**src/rtl/cmt_pkg.sv**
```systemverilog
package cmt_pkg;
  localparam int HALF_W = 8;
  localparam int ADDR_W = 3;

  // low control bit positions
  localparam int EN_BIT    = 7;
  localparam int START_BIT = 0;
  localparam int CONT_BIT  = 1;
  localparam int SEL_LSB   = 2;

  typedef enum logic [ADDR_W-1:0] {
    A_CTL_LO = 3'd0,
    A_CTL_HI = 3'd1,
    A_DAT_LO = 3'd2,
    A_DAT_HI = 3'd3,
    A_CNT_LO = 3'd4,
    A_CNT_HI = 3'd5
  } reg_addr_e;

  localparam logic [2:0] SEL_EXT = 3'b111;

  // log2 of the division ratio for a prescaled select code
  function automatic int unsigned div_shift(input logic [2:0] sel);
    case (sel)
      3'd0:    return 1;
      3'd1:    return 2;
      3'd2:    return 3;
      3'd3:    return 5;
      3'd4:    return 7;
      3'd5:    return 9;
      default: return 11;
    endcase
  endfunction

  // joined 16-bit mode decode of the high control byte
  function automatic logic cascade_on(input logic [7:0] ctl_hi);
    return ctl_hi[7] && (ctl_hi[3:0] == 4'hF);
  endfunction
endpackage

```
**src/rtl/cmt_prescaler.sv**
```systemverilog
module cmt_prescaler #(
  parameter int PRE_W = 11
) (
  input  logic       clk,
  input  logic       rst_n,
  input  logic       en,
  input  logic [2:0] sel,
  output logic       tick
);
  import cmt_pkg::*;

  logic [PRE_W-1:0] pre_q;
  logic [PRE_W-1:0] mask;

  always_comb begin
    mask = PRE_W'((1 << div_shift(sel)) - 1);
    tick = en && ((pre_q & mask) == mask);
  end

  always_ff @(posedge clk or negedge rst_n) begin
    if (!rst_n)   pre_q <= '0;
    else if (!en) pre_q <= '0;
    else          pre_q <= pre_q + 1'b1;
  end
endmodule

```
**src/rtl/cmt_edge_sync.sv**
```systemverilog
module cmt_edge_sync #(
  parameter int STAGES = 2
) (
  input  logic clk,
  input  logic rst_n,
  input  logic pin,
  output logic rise
);
  logic [STAGES:0] sh_q;

  always_ff @(posedge clk or negedge rst_n) begin
    if (!rst_n) sh_q <= '0;
    else        sh_q <= {sh_q[STAGES-1:0], pin};
  end

  assign rise = sh_q[STAGES-1] & ~sh_q[STAGES];
endmodule

```
**src/rtl/cmt_core.sv**
```systemverilog
module cmt_core #(
  parameter int CNT_W = 16
) (
  input  logic             clk,
  input  logic             rst_n,
  input  logic             clear,
  input  logic             step,
  input  logic [CNT_W-1:0] data,
  input  logic             ack,
  output logic [CNT_W-1:0] cnt,
  output logic             match,
  output logic             irq
);
  logic [CNT_W-1:0] cnt_q;
  logic             irq_q;

  assign match = step && (cnt_q == data);

  always_ff @(posedge clk or negedge rst_n) begin
    if (!rst_n)     cnt_q <= '0;
    else if (clear) cnt_q <= '0;
    else if (match) cnt_q <= '0;
    else if (step)  cnt_q <= cnt_q + 1'b1;
  end

  always_ff @(posedge clk or negedge rst_n) begin
    if (!rst_n)     irq_q <= 1'b0;
    else if (match) irq_q <= 1'b1;
    else if (ack)   irq_q <= 1'b0;
  end

  assign cnt = cnt_q;
  assign irq = irq_q;
endmodule

```
**src/rtl/cascade_match_timer.sv**
```systemverilog
module cascade_match_timer #(
  parameter int HALF_W      = 8,
  parameter int PRE_W       = 11,
  parameter int SYNC_STAGES = 2
) (
  input  logic                       clk,
  input  logic                       rst_n,
  input  logic                       wr_en,
  input  logic [cmt_pkg::ADDR_W-1:0] addr,
  input  logic [HALF_W-1:0]          wr_data,
  output logic [HALF_W-1:0]          rd_data,
  input  logic                       ext_clk,
  input  logic                       irq_ack,
  output logic                       irq
);
  import cmt_pkg::*;

  localparam int HALVES = 2;
  localparam int CNT_W  = HALVES * HALF_W;

  logic [HALF_W-1:0] ctl_lo_q, ctl_hi_q;
  logic [CNT_W-1:0]  dat_q;
  logic [CNT_W-1:0]  cnt_w;

  // named internal events
  logic       run_w, ext_sel_w, pre_en_w, pre_tick_w, ext_rise_w;
  logic       step_ev, match_ev, clear_w;
  logic [2:0] sel_w;

  always_ff @(posedge clk or negedge rst_n) begin
    if (!rst_n) begin
      ctl_lo_q <= '0;
      ctl_hi_q <= '0;
      dat_q    <= '0;
    end else if (wr_en) begin
      if (addr == A_CTL_LO) ctl_lo_q <= wr_data;
      if (addr == A_CTL_HI) ctl_hi_q <= wr_data;
      for (int h = 0; h < HALVES; h++) begin
        if (addr == ADDR_W'(32'(A_DAT_LO) + h))
          dat_q[h*HALF_W +: HALF_W] <= wr_data;
      end
    end
  end

  always_comb begin
    sel_w     = ctl_lo_q[SEL_LSB +: 3];
    ext_sel_w = (sel_w == SEL_EXT);
    clear_w   = !ctl_lo_q[START_BIT];
    run_w     = ctl_lo_q[START_BIT] && ctl_lo_q[CONT_BIT] && cascade_on(ctl_hi_q);
    pre_en_w  = ctl_lo_q[EN_BIT] && run_w && !ext_sel_w;
    step_ev   = run_w && (ext_sel_w ? ext_rise_w : pre_tick_w);
  end

  cmt_prescaler #(.PRE_W(PRE_W)) u_pre (
    .clk(clk), .rst_n(rst_n), .en(pre_en_w), .sel(sel_w), .tick(pre_tick_w)
  );

  cmt_edge_sync #(.STAGES(SYNC_STAGES)) u_sync (
    .clk(clk), .rst_n(rst_n), .pin(ext_clk), .rise(ext_rise_w)
  );

  cmt_core #(.CNT_W(CNT_W)) u_core (
    .clk(clk), .rst_n(rst_n), .clear(clear_w), .step(step_ev),
    .data(dat_q), .ack(irq_ack), .cnt(cnt_w), .match(match_ev), .irq(irq)
  );

  always_comb begin
    rd_data = '0;
    case (addr)
      A_CTL_LO: rd_data = ctl_lo_q;
      A_CTL_HI: rd_data = ctl_hi_q;
      A_DAT_LO: rd_data = dat_q[0 +: HALF_W];
      A_DAT_HI: rd_data = dat_q[HALF_W +: HALF_W];
      A_CNT_LO: rd_data = cnt_w[0 +: HALF_W];
      A_CNT_HI: rd_data = cnt_w[HALF_W +: HALF_W];
      default:  rd_data = '0;
    endcase
  end
endmodule

```
**config.mk**
```make
export PLATFORM = sky130hd
export DESIGN_NAME = cascade_match_timer
export DESIGN_NICKNAME = d
export VERILOG_FILES = /design/src/rtl/cmt_pkg.sv /design/src/rtl/cmt_prescaler.sv /design/src/rtl/cmt_edge_sync.sv /design/src/rtl/cmt_core.sv /design/src/rtl/cascade_match_timer.sv
export SDC_FILE = /design/constraint.sdc
export NUM_CORES = 1
export LEC_CHECK = 0
export ABC_AREA = 1
export CAP_MARGIN = 20
export CORE_ASPECT_RATIO = 0.8
export CORE_UTILIZATION = 60
export DETAILED_ROUTE_END_ITERATION = 12
export HOLD_SLACK_MARGIN = 0.03
export PLACE_DENSITY = 0.81
export SLEW_MARGIN = 20
export SYNTH_ARGS = -nofsm -noshare
export SYNTH_HDL_FRONTEND = slang
export SYNTH_SLANG_ARGS = --single-unit
```
**constraint.sdc**
```tcl
create_clock -name clk -period 6.37 [get_ports clk]
set_input_delay 1.5925 -clock clk [delete_from_list [all_inputs] [get_ports clk]]
set_output_delay 1.5925 -clock clk [all_outputs]
set_load 0.05 [all_outputs]
```
==> impl_metrics.env <==
export IMPL_rrSetupSlack_ns=2.89
export IMPL_cts_buffer_depth=2
export IMPL_postSynthCellCount=495
export IMPL_synth_area_sq_um=3820
export IMPL_worst_r2r_path_depth=23
export IMPL_htree_levels=3
export IMPL_relSlewSlack_pct=46.5
export IMPL_hpwl_um=6640
export IMPL_wire_per_inst_um=15.1
export IMPL_antennaDiodeCount=0
export IMPL_die_height_um=73.4
export IMPL_synth_cell_type_count=39
export IMPL_synth_async_sr_flop_share_pct=100
export IMPL_grt_pass1_wl_um=15100
export IMPL_port_buffers=24
export IMPL_coreArea_sq_um=6040
export IMPL_setup_viol=0
export IMPL_cts_inserted_buffers=9
export IMPL_ioPinCount=25
export IMPL_max_freq_ghz=0.176
export IMPL_ys_seq_area_share_pct=41.2
export IMPL_yosys_warnings=0
export IMPL_placed_area_sq_um=4080
export IMPL_power_mw=1.11
export IMPL_postCtsSetupRepairBufs=0
export IMPL_dr_first_iter_drc_count=252
export IMPL_dp_cells=589
export IMPL_gp_congestion=0.985
export IMPL_worstReg2RegEnd="u_core.cnt[11]"
export IMPL_grt_overflow=0
export IMPL_drive_gt1_share_pct=11.6
export IMPL_cts_hold_buf=0
export IMPL_synth_ff_type="dfrtp_1"
export IMPL_synthMostInstantiatedCell="nand2_1"
export IMPL_cts_resized=0
export IMPL_synthToLayoutAreaGrowth_pct=11.9
export IMPL_synth_common_cells="129 x nand2_1, 63 x dfrtp_1, 59 x inv_1"
export IMPL_fin_ws_ns=0.701
export IMPL_run_status="completed"
export IMPL_worstMarginPinSlew_ns=0.802
export IMPL_cp_start_kind="primary input"
export IMPL_synth_top_cell_area_share_pct=41.2
export IMPL_clock_latency_ns=0.35
export IMPL_drv_cap=0
export IMPL_p_leak_nw=2.02
export IMPL_rows=25
export IMPL_crit_type="primary input to primary output"
export IMPL_slew_violations=0
export IMPL_antenna_left=0
export IMPL_cp_data_required_time_ns=4.78
export IMPL_place_ws_ns=0.791
export IMPL_setup_tns_ns=0
export IMPL_r2r_start="ctl_lo_q[3]"
export IMPL_drc=0
export IMPL_hp_class="flip-flop to flip-flop"
export IMPL_grt_max_degree=64
export IMPL_p_per_area_nw_per_um2=260
export IMPL_routed_wl_um=9130
export IMPL_synth_area_per_cell_sq_um=7.73
export IMPL_min_period_ns=5.67
export IMPL_stdcell_area_sq_um=4280
export IMPL_synth_area_top_cells="dfrtp_1 41%, nand2_1 13%, inv_1 5.8%"
export IMPL_grt_pass1_vias=3062
export IMPL_synth_fp_nets=517
export IMPL_cp_end_kind="primary output"
export IMPL_finalHoldViolCount=0
export IMPL_die_area_sq_um=6700
export IMPL_synth_top_area_cell="dfrtp_1"
export IMPL_clock_skew_ns=0.00594
export IMPL_root_buffer="clkbuf_8"
export IMPL_worstHoldEndpoint="u_sync.sh_q[1]"
export IMPL_initial_core_util_pct=63.4
export IMPL_hold_depth=0
export IMPL_ys_seq_elements=63
export IMPL_antenna_found_initial=0
export IMPL_globalRouteTotalUtil_pct=29.6
export IMPL_vdd_ir_drop_max_mv=0.206
export IMPL_vias_per_cell=5.70
export IMPL_period_share_pct=89.0
export IMPL_drt_pass1_iterations=4
export IMPL_cts_tree="yes"
export IMPL_vias=3450
export IMPL_cp_arrival_ns=4.08
export IMPL_synth_edf_count=0
export IMPL_fillerInstances=464
export IMPL_path_clk_slew_ns=0.07
export IMPL_rsz0062_at_grt="no"
export IMPL_layout_cells_non_filler=605
export IMPL_final_nets=541
export IMPL_worstPathMaxFanout=6
export IMPL_die_x_um=91.3
export IMPL_holdCritStartpoint="u_sync.sh_q[0]"
export IMPL_cts_sinks=63
[worst max-delay path by stage]
stage                     startpoint          to  slack [ns]  cells after the start
after detailed placement     addr[2]  rd_data[1]        0.79                      8
after global routing         addr[2]  rd_data[1]        0.61                      8
final                        addr[2]  rd_data[1]        0.70                      8
after floorplan              addr[0]  rd_data[0]        2.01                      3
after CTS                    addr[2]  rd_data[1]        0.76                      8
after global placement       addr[0]  rd_data[2]        0.84                      8
[metrics by stage]
stage / hold slack [ns] / utilization [%]
after floorplan: 0.331 / -
after global routing: 0.383 / 70.9
final: 0.363 / 70.9
after global placement: 0.336 / 67.6
after detailed placement: 0.348 / 67.6
after CTS: 0.364 / 70.9
[power by group]
part	internal, mW	leakage, nW	total, mW	switching [mW]
Combinational	0.0959	1.10	0.264	0.168
Sequential	0.439	0.829	0.496	0.0578
Clock	0.181	0.0992	0.352	0.172
Total	0.715	2.02	1.11	0.398
[layer usage]
| layer | GRT usage (%) | part of all wire (%) | vias up |
|---|---|---|---|
| li1 | - | - | 1657 |
| met4 | 8.82 | 1.4 | 0 |
| met5 | 0 | 0 | - |
| met3 | 7.25 | 7.5 | 15 |
| met2 | 43.8 | 43 | 154 |
| met1 | 43.3 | 48 | 1624 |
[placed cells by master (no fill, tap or decap), types with 11 or more instances in the layout]
cell / count
nand2_1: 129
dfrtp_1: 63
inv_1: 59
o21ai_0: 39
nand3_1: 31
nor2_1: 26
clkdlybuf4s50_1: 23
a21oi_1: 13
nand2_2: 13
nand4_1: 12
xnor2_1: 11
[cell type report]
cell class	instances	area (sq um)	share of cell area (%)
multi-input cells	351	1900	44.3
flip-flops and latches	63	1580	36.8
inverters	69	265	6.20
repair buffers	25	243	5.67
clock buffers	9	124	2.89
well taps	81	101	2.37
clock inverters	7	73.8	1.73
[critical path, cell delays in order]
cell and delay [ns]:
clkdlybuf4s50_1 0.58, inv_1 0.08, nor3_1 0.38, inv_1 0.19
o21ai_0 0.25, a21oi_1 0.08, nand3_1 0.11, clkdlybuf4s50_1 0.80
[state kept, by name, summed over array words and instances (netlist names)]
signal and count:
u_core.irq 1, u_sync.sh_q 3, u_pre.pre_q 11, ctl_lo_q 8
dat_q 16, u_core.cnt 16, ctl_hi_q 8
[cells by family after synthesis]
| family | count (synthesis) | share of synthesized area [%] |
|---|---|---|
| simple gates | 253 | 32.0 |
| xor+xnor | 19 | 4.35 |
| flops | 63 | 41.2 |
| fa+ha+maj | 6 | 1.96 |
| compound gates | 73 | 11.3 |
| buf+inv | 81 | 9.22 |
Note: power is estimated with default switching activity, not from simulation.
